$ cat src/rtl/attr_port_pkg.sv
package attr_port_pkg;
    localparam int VIOL_W     = 6;
    localparam int V_PULSE    = 0;
    localparam int V_ASETUP   = 1;
    localparam int V_DSETUP   = 2;
    localparam int V_DHOLD    = 3;
    localparam int V_RECOV    = 4;
    localparam int V_CONFLICT = 5;
endpackage

$ cat src/rtl/attr_sync.sv
module attr_sync #(
    parameter int               WIDTH   = 8,
    parameter int               STAGES  = 2,
    parameter logic [WIDTH-1:0] RST_VAL = '0
) (
    input  logic             clk,
    input  logic             rst_n,
    input  logic [WIDTH-1:0] d_in,
    output logic [WIDTH-1:0] d_out
);
    generate
        for (genvar g = 0; g < STAGES; g++) begin : g_stage
            logic [WIDTH-1:0] q;
            if (g == 0) begin : g_first
                always_ff @(posedge clk or negedge rst_n) begin
                    if (!rst_n) q <= RST_VAL;
                    else        q <= d_in;
                end
            end else begin : g_next
                always_ff @(posedge clk or negedge rst_n) begin
                    if (!rst_n) q <= RST_VAL;
                    else        q <= g_stage[g-1].q;
                end
            end
        end
    endgenerate

    assign d_out = g_stage[STAGES-1].q;
endmodule

$ cat src/rtl/attr_write_chk.sv
module attr_write_chk
    import attr_port_pkg::*;
#(
    parameter int ADDR_W        = 11,
    parameter int DATA_W        = 8,
    parameter int IDX_W         = 3,
    parameter int WE_MIN_CYC    = 8,
    parameter int ADDR_SU_CYC   = 2,
    parameter int DATA_SU_CYC   = 5,
    parameter int DATA_HOLD_CYC = 2,
    parameter int RECOV_CYC     = 2
) (
    input  logic              clk,
    input  logic              rst_n,
    input  logic              sel,
    input  logic              s_we_n,
    input  logic [ADDR_W-1:0] s_addr,
    input  logic [DATA_W-1:0] s_din,
    output logic              wr_en,
    output logic [IDX_W-1:0]  wr_idx,
    output logic [DATA_W-1:0] wr_data,
    output logic [VIOL_W-1:0] ev
);
    localparam int WCW = $clog2(WE_MIN_CYC + 1);
    localparam int ACW = $clog2(ADDR_SU_CYC + 1);
    localparam int DCW = $clog2(DATA_SU_CYC + 1);
    localparam int HCW = $clog2(DATA_HOLD_CYC + 1);
    localparam int RCW = $clog2(RECOV_CYC + 1);
    localparam logic [WCW-1:0] WE_MIN_L = WCW'(WE_MIN_CYC);
    localparam logic [ACW-1:0] A_SAT    = ACW'(ADDR_SU_CYC);
    localparam logic [ACW-1:0] A_NEED   = ACW'(ADDR_SU_CYC - 1);
    localparam logic [DCW-1:0] D_SAT    = DCW'(DATA_SU_CYC);
    localparam logic [DCW-1:0] D_NEED   = DCW'(DATA_SU_CYC - 1);
    localparam logic [HCW-1:0] HOLD_M1  = HCW'(DATA_HOLD_CYC - 1);
    localparam logic [RCW-1:0] REC_M1   = RCW'(RECOV_CYC - 1);

    typedef struct packed {
        logic              we_low;
        logic [ADDR_W-1:0] addr;
        logic [DATA_W-1:0] din;
        logic [WCW-1:0]    low_cnt;
        logic [ACW-1:0]    a_cnt;
        logic [DCW-1:0]    d_cnt;
        logic              a_ok;
        logic [HCW-1:0]    hold_left;
        logic [RCW-1:0]    rec_left;
        logic [ADDR_W-1:0] cap_addr;
        logic [DATA_W-1:0] cap_din;
        logic              wr_en;
        logic [IDX_W-1:0]  wr_idx;
        logic [DATA_W-1:0] wr_data;
        logic [VIOL_W-1:0] ev;
    } wchk_t;

    wchk_t st_q, st_d;
    logic  fall, rise, a_chg, d_chg, pulse_ok, dsu_ok, hit;

    always_comb begin
        st_d     = st_q;
        fall     = !s_we_n && !st_q.we_low;
        rise     = s_we_n && st_q.we_low;
        a_chg    = s_addr != st_q.addr;
        d_chg    = s_din != st_q.din;
        pulse_ok = st_q.low_cnt >= WE_MIN_L;
        dsu_ok   = st_q.d_cnt >= D_NEED;
        hit      = !st_q.addr[0] && (st_q.addr[ADDR_W-1:IDX_W+1] == '0);

        st_d.we_low = !s_we_n;
        st_d.addr   = s_addr;
        st_d.din    = s_din;
        st_d.a_cnt  = a_chg ? '0 : ((st_q.a_cnt == A_SAT) ? st_q.a_cnt : st_q.a_cnt + 1'b1);
        st_d.d_cnt  = d_chg ? '0 : ((st_q.d_cnt == D_SAT) ? st_q.d_cnt : st_q.d_cnt + 1'b1);

        if (fall) begin
            st_d.low_cnt = WCW'(1);
            st_d.a_ok    = !a_chg && (st_q.a_cnt >= A_NEED);
        end else if (!s_we_n) begin
            if (st_q.low_cnt != WE_MIN_L) st_d.low_cnt = st_q.low_cnt + 1'b1;
            if (a_chg) st_d.a_ok = 1'b0;
        end

        st_d.wr_en = 1'b0;
        st_d.ev    = '0;
        if (rise && sel) begin
            st_d.ev[V_PULSE]  = !pulse_ok;
            st_d.ev[V_ASETUP] = !st_q.a_ok;
            st_d.ev[V_DSETUP] = !dsu_ok;
            st_d.ev[V_DHOLD]  = d_chg;
            st_d.ev[V_RECOV]  = a_chg;
            st_d.wr_en        = pulse_ok && st_q.a_ok && dsu_ok && hit;
            st_d.wr_idx       = st_q.addr[IDX_W:1];
            st_d.wr_data      = st_q.din;
            st_d.cap_addr     = st_q.addr;
            st_d.cap_din      = st_q.din;
            st_d.hold_left    = HOLD_M1;
            st_d.rec_left     = REC_M1;
        end else begin
            if (st_q.hold_left != '0) begin
                st_d.ev[V_DHOLD] = s_din != st_q.cap_din;
                st_d.hold_left   = st_q.hold_left - 1'b1;
            end
            if (st_q.rec_left != '0) begin
                st_d.ev[V_RECOV] = s_addr != st_q.cap_addr;
                st_d.rec_left    = st_q.rec_left - 1'b1;
            end
        end
    end

    always_ff @(posedge clk or negedge rst_n) begin
        if (!rst_n) st_q <= '0;
        else        st_q <= st_d;
    end

    assign wr_en   = st_q.wr_en;
    assign wr_idx  = st_q.wr_idx;
    assign wr_data = st_q.wr_data;
    assign ev      = st_q.ev;


    single_write_chk: assert property (@(posedge clk) disable iff (!rst_n)
        st_q.wr_en |=> !st_q.wr_en);
endmodule

$ cat src/rtl/attr_read_drv.sv
module attr_read_drv #(
    parameter int ADDR_W = 11,
    parameter int DATA_W = 8,
    parameter int IDX_W  = 3
) (
    input  logic              clk,
    input  logic              rst_n,
    input  logic              sel,
    input  logic              s_oe_n,
    input  logic              s_we_n,
    input  logic [ADDR_W-1:0] s_addr,
    output logic [IDX_W-1:0]  rd_idx,
    input  logic [DATA_W-1:0] rd_data,
    output logic              doe,
    output logic [DATA_W-1:0] dout
);
    typedef struct packed {
        logic              drive;
        logic [DATA_W-1:0] dout;
    } rdrv_t;

    rdrv_t st_q, st_d;
    logic  hit;

    assign rd_idx = s_addr[IDX_W:1];

    always_comb begin
        hit        = !s_addr[0] && (s_addr[ADDR_W-1:IDX_W+1] == '0);
        st_d.drive = sel && !s_oe_n && s_we_n;
        st_d.dout  = (st_d.drive && hit) ? rd_data : '0;
    end

    always_ff @(posedge clk or negedge rst_n) begin
        if (!rst_n) st_q <= '0;
        else        st_q <= st_d;
    end

    assign doe  = st_q.drive;
    assign dout = st_q.dout;


    rd_drive_chk: assert property (@(posedge clk) disable iff (!rst_n)
        ($fell(s_oe_n) && sel && s_we_n) |=> doe);

    rd_release_chk: assert property (@(posedge clk) disable iff (!rst_n)
        $rose(s_oe_n) |=> !doe);

    rd_idle_zero_chk: assert property (@(posedge clk) disable iff (!rst_n)
        !doe |-> (dout == '0));
endmodule

$ cat src/rtl/attr_cfg_port.sv
module attr_cfg_port
    import attr_port_pkg::*;
#(
    parameter int ADDR_W        = 11,
    parameter int DATA_W        = 8,
    parameter int REG_COUNT     = 8,
    parameter int SYNC_STAGES   = 2,
    parameter int WE_MIN_CYC    = 8,
    parameter int ADDR_SU_CYC   = 2,
    parameter int DATA_SU_CYC   = 5,
    parameter int DATA_HOLD_CYC = 2,
    parameter int RECOV_CYC     = 2,
    localparam int IDX_W        = $clog2(REG_COUNT)
) (
    input  logic              clk,
    input  logic              rst_n,
    input  logic              host_ce_n,
    input  logic              host_reg_n,
    input  logic              host_oe_n,
    input  logic              host_we_n,
    input  logic [ADDR_W-1:0] host_addr,
    input  logic [DATA_W-1:0] host_din,
    output logic [DATA_W-1:0] host_dout,
    output logic              host_doe,
    input  logic              viol_clr,
    output logic [VIOL_W-1:0] viol_flags,
    output logic              rf_wr_en,
    output logic [IDX_W-1:0]  rf_wr_idx,
    output logic [DATA_W-1:0] rf_wr_data,
    output logic [IDX_W-1:0]  rf_rd_idx,
    input  logic [DATA_W-1:0] rf_rd_data
);
    localparam int            SW      = 4 + ADDR_W + DATA_W;
    localparam logic [SW-1:0] SYNC_RST = {4'b1111, {(ADDR_W + DATA_W){1'b0}}};

    typedef struct packed {
        logic [VIOL_W-1:0] viol;
    } top_t;

    logic [SW-1:0]     raw_bus, s_bus;
    logic              s_reg_n, s_ce_n, s_oe_n, s_we_n, sel, conflict;
    logic [ADDR_W-1:0] s_addr;
    logic [DATA_W-1:0] s_din;
    logic [VIOL_W-1:0] wr_ev, new_ev;
    top_t              st_q, st_d;

    assign raw_bus = {host_reg_n, host_ce_n, host_oe_n, host_we_n, host_addr, host_din};

    attr_sync #(.WIDTH(SW), .STAGES(SYNC_STAGES), .RST_VAL(SYNC_RST)) u_sync (
        .clk(clk), .rst_n(rst_n), .d_in(raw_bus), .d_out(s_bus)
    );

    assign {s_reg_n, s_ce_n, s_oe_n, s_we_n, s_addr, s_din} = s_bus;
    assign sel = !s_ce_n && !s_reg_n;

    attr_write_chk #(
        .ADDR_W(ADDR_W), .DATA_W(DATA_W), .IDX_W(IDX_W),
        .WE_MIN_CYC(WE_MIN_CYC), .ADDR_SU_CYC(ADDR_SU_CYC), .DATA_SU_CYC(DATA_SU_CYC),
        .DATA_HOLD_CYC(DATA_HOLD_CYC), .RECOV_CYC(RECOV_CYC)
    ) u_wchk (
        .clk(clk), .rst_n(rst_n), .sel(sel), .s_we_n(s_we_n), .s_addr(s_addr), .s_din(s_din),
        .wr_en(rf_wr_en), .wr_idx(rf_wr_idx), .wr_data(rf_wr_data), .ev(wr_ev)
    );

    attr_read_drv #(.ADDR_W(ADDR_W), .DATA_W(DATA_W), .IDX_W(IDX_W)) u_rdrv (
        .clk(clk), .rst_n(rst_n), .sel(sel), .s_oe_n(s_oe_n), .s_we_n(s_we_n),
        .s_addr(s_addr), .rd_idx(rf_rd_idx), .rd_data(rf_rd_data),
        .doe(host_doe), .dout(host_dout)
    );

    always_comb begin
        conflict             = sel && !s_oe_n && !s_we_n;
        new_ev               = wr_ev;
        new_ev[V_CONFLICT]   = conflict;
        st_d.viol            = (viol_clr ? '0 : st_q.viol) | new_ev;
    end

    always_ff @(posedge clk or negedge rst_n) begin
        if (!rst_n) st_q <= '0;
        else        st_q <= st_d;
    end

    assign viol_flags = st_q.viol;


    sticky_flags_chk: assert property (@(posedge clk) disable iff (!rst_n)
        !viol_clr |=> ((viol_flags & $past(viol_flags)) == $past(viol_flags)));
endmodule

$ cat config.mk
export PLATFORM = sky130hd
export DESIGN_NAME = attr_cfg_port
export DESIGN_NICKNAME = d
export VERILOG_FILES = /design/src/rtl/attr_port_pkg.sv /design/src/rtl/attr_sync.sv /design/src/rtl/attr_write_chk.sv /design/src/rtl/attr_read_drv.sv /design/src/rtl/attr_cfg_port.sv
export SDC_FILE = /design/constraint.sdc
export NUM_CORES = 1
export LEC_CHECK = 0
export BUFFER_PORTS_ARGS = -buffer_cell sky130_fd_sc_hd__buf_2
export CELL_PAD_IN_SITES_DETAIL_PLACEMENT = 0
export CELL_PAD_IN_SITES_GLOBAL_PLACEMENT = 1
export CORE_MARGIN = 2
export CORE_UTILIZATION = 49
export DETAILED_ROUTE_END_ITERATION = 16
export GPL_TIMING_DRIVEN = 1
export PLACE_DENSITY = 0.79
export SYNTH_ARGS = -nofsm -noshare
export SYNTH_HDL_FRONTEND = slang
export SYNTH_SLANG_ARGS = --single-unit
$ cat constraint.sdc
create_clock -name clk -period 4.3 [get_ports clk]
set_input_delay 0.86 -clock clk [delete_from_list [all_inputs] [get_ports clk]]
set_output_delay 0.86 -clock clk [all_outputs]
set_load 0.03 [all_outputs]
==> results by group <==
Outcome
  – Status: finished clean

Timing
  – Slew Limit Fails: 0
  – Final Hold Vio Count: 0
  – Rel. slew slack: 33.0%
  – Final setup viols: 0
  – Worst-Margin Slew: 1.00 ns
  – Tmin final: about 2.0 ns
  – Fin crit share: roughly 47%
  – Setup ws final: roughly 2.3 ns
  – Post-route setup TNS: 0 ns
  – F_max: 0.492 GHz
  – RSZ-0062 raised after global routing: false
  – Final Skew: 0.0116 ns

Cells and area
  – Seq. cell area: between 3000 and 4000 um2
  – Number of inserted diodes: 0
  – Layout cell share with drive strength beyond 1: 26.9%
  – Fillers: 674
  – Non-filler instance count after layout: 528
  – Synth-to-layout area growth: 20.4%
  – Area of the multi-input gates: ~1200 um2
  – Layout Nets: roughly 450

Synthesis
  – Synthesis Warnings: 0
  – Avg Cell Area, Syn: approximately 13 um2
  – Synth cell types: 33
  – Synthesized Nets: a little under 400
  – FFs w/ async S/R, synth: 100%
  – Primary FF master, synth: dfrtp_1
  – Yosys reg bits: 120
  – Mapped Area: around 4400 um2
  – Seq/Total Area, Yosys: around 68%
  – Syn Inst Count: 343
  – Post-synth EDFFs: 0

Pwr
  – Worst VDD drop: 0.000349 V
  – Pwr Total: around 0.003 W
  – Pwr/cell area: roughly 560 nW/um2
  – Cell leakage power: ~2.7 nW

Clock network
  – Clock buffer depth: 2
  – CTS root buf: clkbuf_8
  – Worst skew pair latency: between 0.5 and 0.6 ns
  – Number of H-tree levels: 4
  – CTS resizes: 0
  – Cts hold-fix bufs: 0
  – Clk pin slew, worst setup/hold paths: roughly 0.06 ns
  – CTS sink cnt: 120
  – # Post-CTS Setup Buffers: 0
  – CTS tree: done
  – CTS buffer count: 17

Place
  – Post-DP HPWL: ~4.9 mm
  – Routability-driven placement congestion ratio: approximately 0.77
  – Post-place setup slack: approximately 2.3 ns
  – Placed Cells: 496
  – Buffers on Ports: 63

Detailed routing
  – ANT nets after route: 0
  – Vias per cell: 4.83
  – Total number of vias: 2549
  – Post-Route WL: approximately 7.4 mm
  – Residual DRC: 0
  – First-pass iteration count of the detailed router: 4
  – DR iter-0 viols: approximately 150
  – Routed WL per cell: between 10 and 15 um

Worst setup path
  – CP startpoint kind: flop
  – Worst-path fanout max: 4
  – CP required: 3.44 ns
  – CP arrival: about 1.2 ns
  – Slowest cell on the critical path: dfrtp_1
  – Cell Chain, Critical Path: buf_2
  – CP Capture Type: output pin
  – Buf/Inv on CP: 1
  – Crit Path Class: reg -> out
  – Cell family with most CP delay: flip-flops
  – Max stage delay on crit path: ~0.42 ns

Floorplanning
  – Cell Rows: 34
  – Initial Util: 50.8%
  – Die width: around 99 um
  – Core area: 8720 um2
  – Ports: 64
  – Die area: between 9000 and 10000 um2
  – Chip height: 99.1 um

GRT
  – Congestion Overflow GR: 0
  – Initial antenna violation count: 0
  – Vias in the first global route: roughly 2600
  – First-pass GRT wire length: roughly 13 mm
  – GRT Total Usage: between 10% and 20%
  – Largest net degree at the start of global routing: 83

Min path
  – Min-Delay Path Class: reg -> reg

Run
  – Max-cap violations: 0
[per-layer routing]
metal | wire length (um) | vias to the layer above | GRT usage, %
li1 | - | 1226 | -
met1 | 3500 | 1259 | 23.7
met2 | 3520 | 54 | 25.3
met3 | 330 | 10 | 5.82
met4 | 106 | 0 | 6.95
met5 | 0 | - | 0
[worst reg2reg max path, delay by kind of cell, from the launching register on]
family / cells / cell delay, ns
compound gates: 2 / 0.31
flops: 1 / 0.62
simple gates: 1 / 0.89
[cell families (layout without fill, tap and decap cells)]
logic type	count (synthesis)	count (layout)	share of synthesized area, %
AO/OA/AOI/OAI	19	19	3.00
adder cells (fa/ha/maj)	8	8	2.26
buffers and inverters	33	110	4.21
multiplexers	3	3	0.678
flip-flops	120	120	68.1
AND/OR/NAND/NOR	118	118	13.5
XOR/XNOR	42	42	8.31
[synth_stat cells, drive strengths merged, types with 4 or more instances]
cell,instances,area [um2]
nor2,15,56.3
ha,8,100
nor4,14,133
a21o,8,60.1
buf,20,138
nor3,4,25.0
nand2,64,240
nand3,5,30.0
inv,12,45.0
dfrtp,112,2800
xor2,41,359
dfstp,8,210
and2,8,50.1
[layout make-up]
class / instances / share of cell area (%)
Tap cell: 108 / 2.54
Multi-Input combinational cell: 190 / 23.0
Sequential cell: 120 / 56.6
Timing Repair Buffer: 66 / 6.39
Inverter: 12 / 0.845
Clock inverter: 15 / 2.87
Clock buffer: 17 / 7.77
[final timing paths]
kind	startpoint	to	slack [ns]	cells past startpoint
setup reg to reg	u_sync.d_out[19]	u_wchk.ev[3]	2.36	3
hold / removal	u_sync.g_stage[0].q[6]	u_sync.d_out[6]	0.34	0
min in group asynchronous	rst_n	u_sync.d_out[4]	0.51	1
max in group asynchronous	rst_n	u_sync.d_out[21]	2.88	2
setup / recovery	u_sync.d_out[10]	rf_rd_idx[1]	2.27	1
hold reg to reg	u_sync.g_stage[0].q[6]	u_sync.d_out[6]	0.34	0
[through the flow]
step                      instance area (um2)  hold slack [ns]  util (%)
final                                    5330            0.343      61.1
after global routing                     5330            0.353      61.1
after CTS                                5330            0.345      61.1
after detailed placement                 4760            0.335      54.6
after global placement                   4760            0.331      54.6
after floorplan                          4430            0.331         -
[layout by cell type (no fill, tap or decap), drive strengths merged, types with 5 or more instances in the layout]
| cell | instances |
|---|---|
| nor2 | 15 |
| buf | 66 |
| ha | 8 |
| xor2 | 41 |
| and2 | 8 |
| nand3 | 5 |
| nand2 | 64 |
| clkinv | 6 |
| a21o | 8 |
| dfstp | 8 |
| inv | 14 |
| clkbuf | 17 |
| clkinvlp | 5 |
| dfrtp | 112 |
| nor4 | 14 |
[flip-flops by register name, summed over array words and instances, names as in the netlist]
name / count
u_rdrv.dout: 8
u_sync.d_out: 23
u_wchk.wr_en: 1
u_rdrv.doe: 1
u_wchk.wr_idx: 2
u_wchk.ev: 5
u_sync.g_stage.q: 23
viol_flags: 6
u_wchk.st_q: 51
[power breakdown]
part / leakage [nW] / switching (W) / internal, W
Combinational: 0.948 / 0.000207 / 0.000133
Sequential: 1.46 / 0.0000798 / 0.00124
Clock: 0.266 / 0.000500 / 0.000822
Total: 2.67 / 0.000787 / 0.00220
No activity file was read; power rests on OpenSTA's default activity.
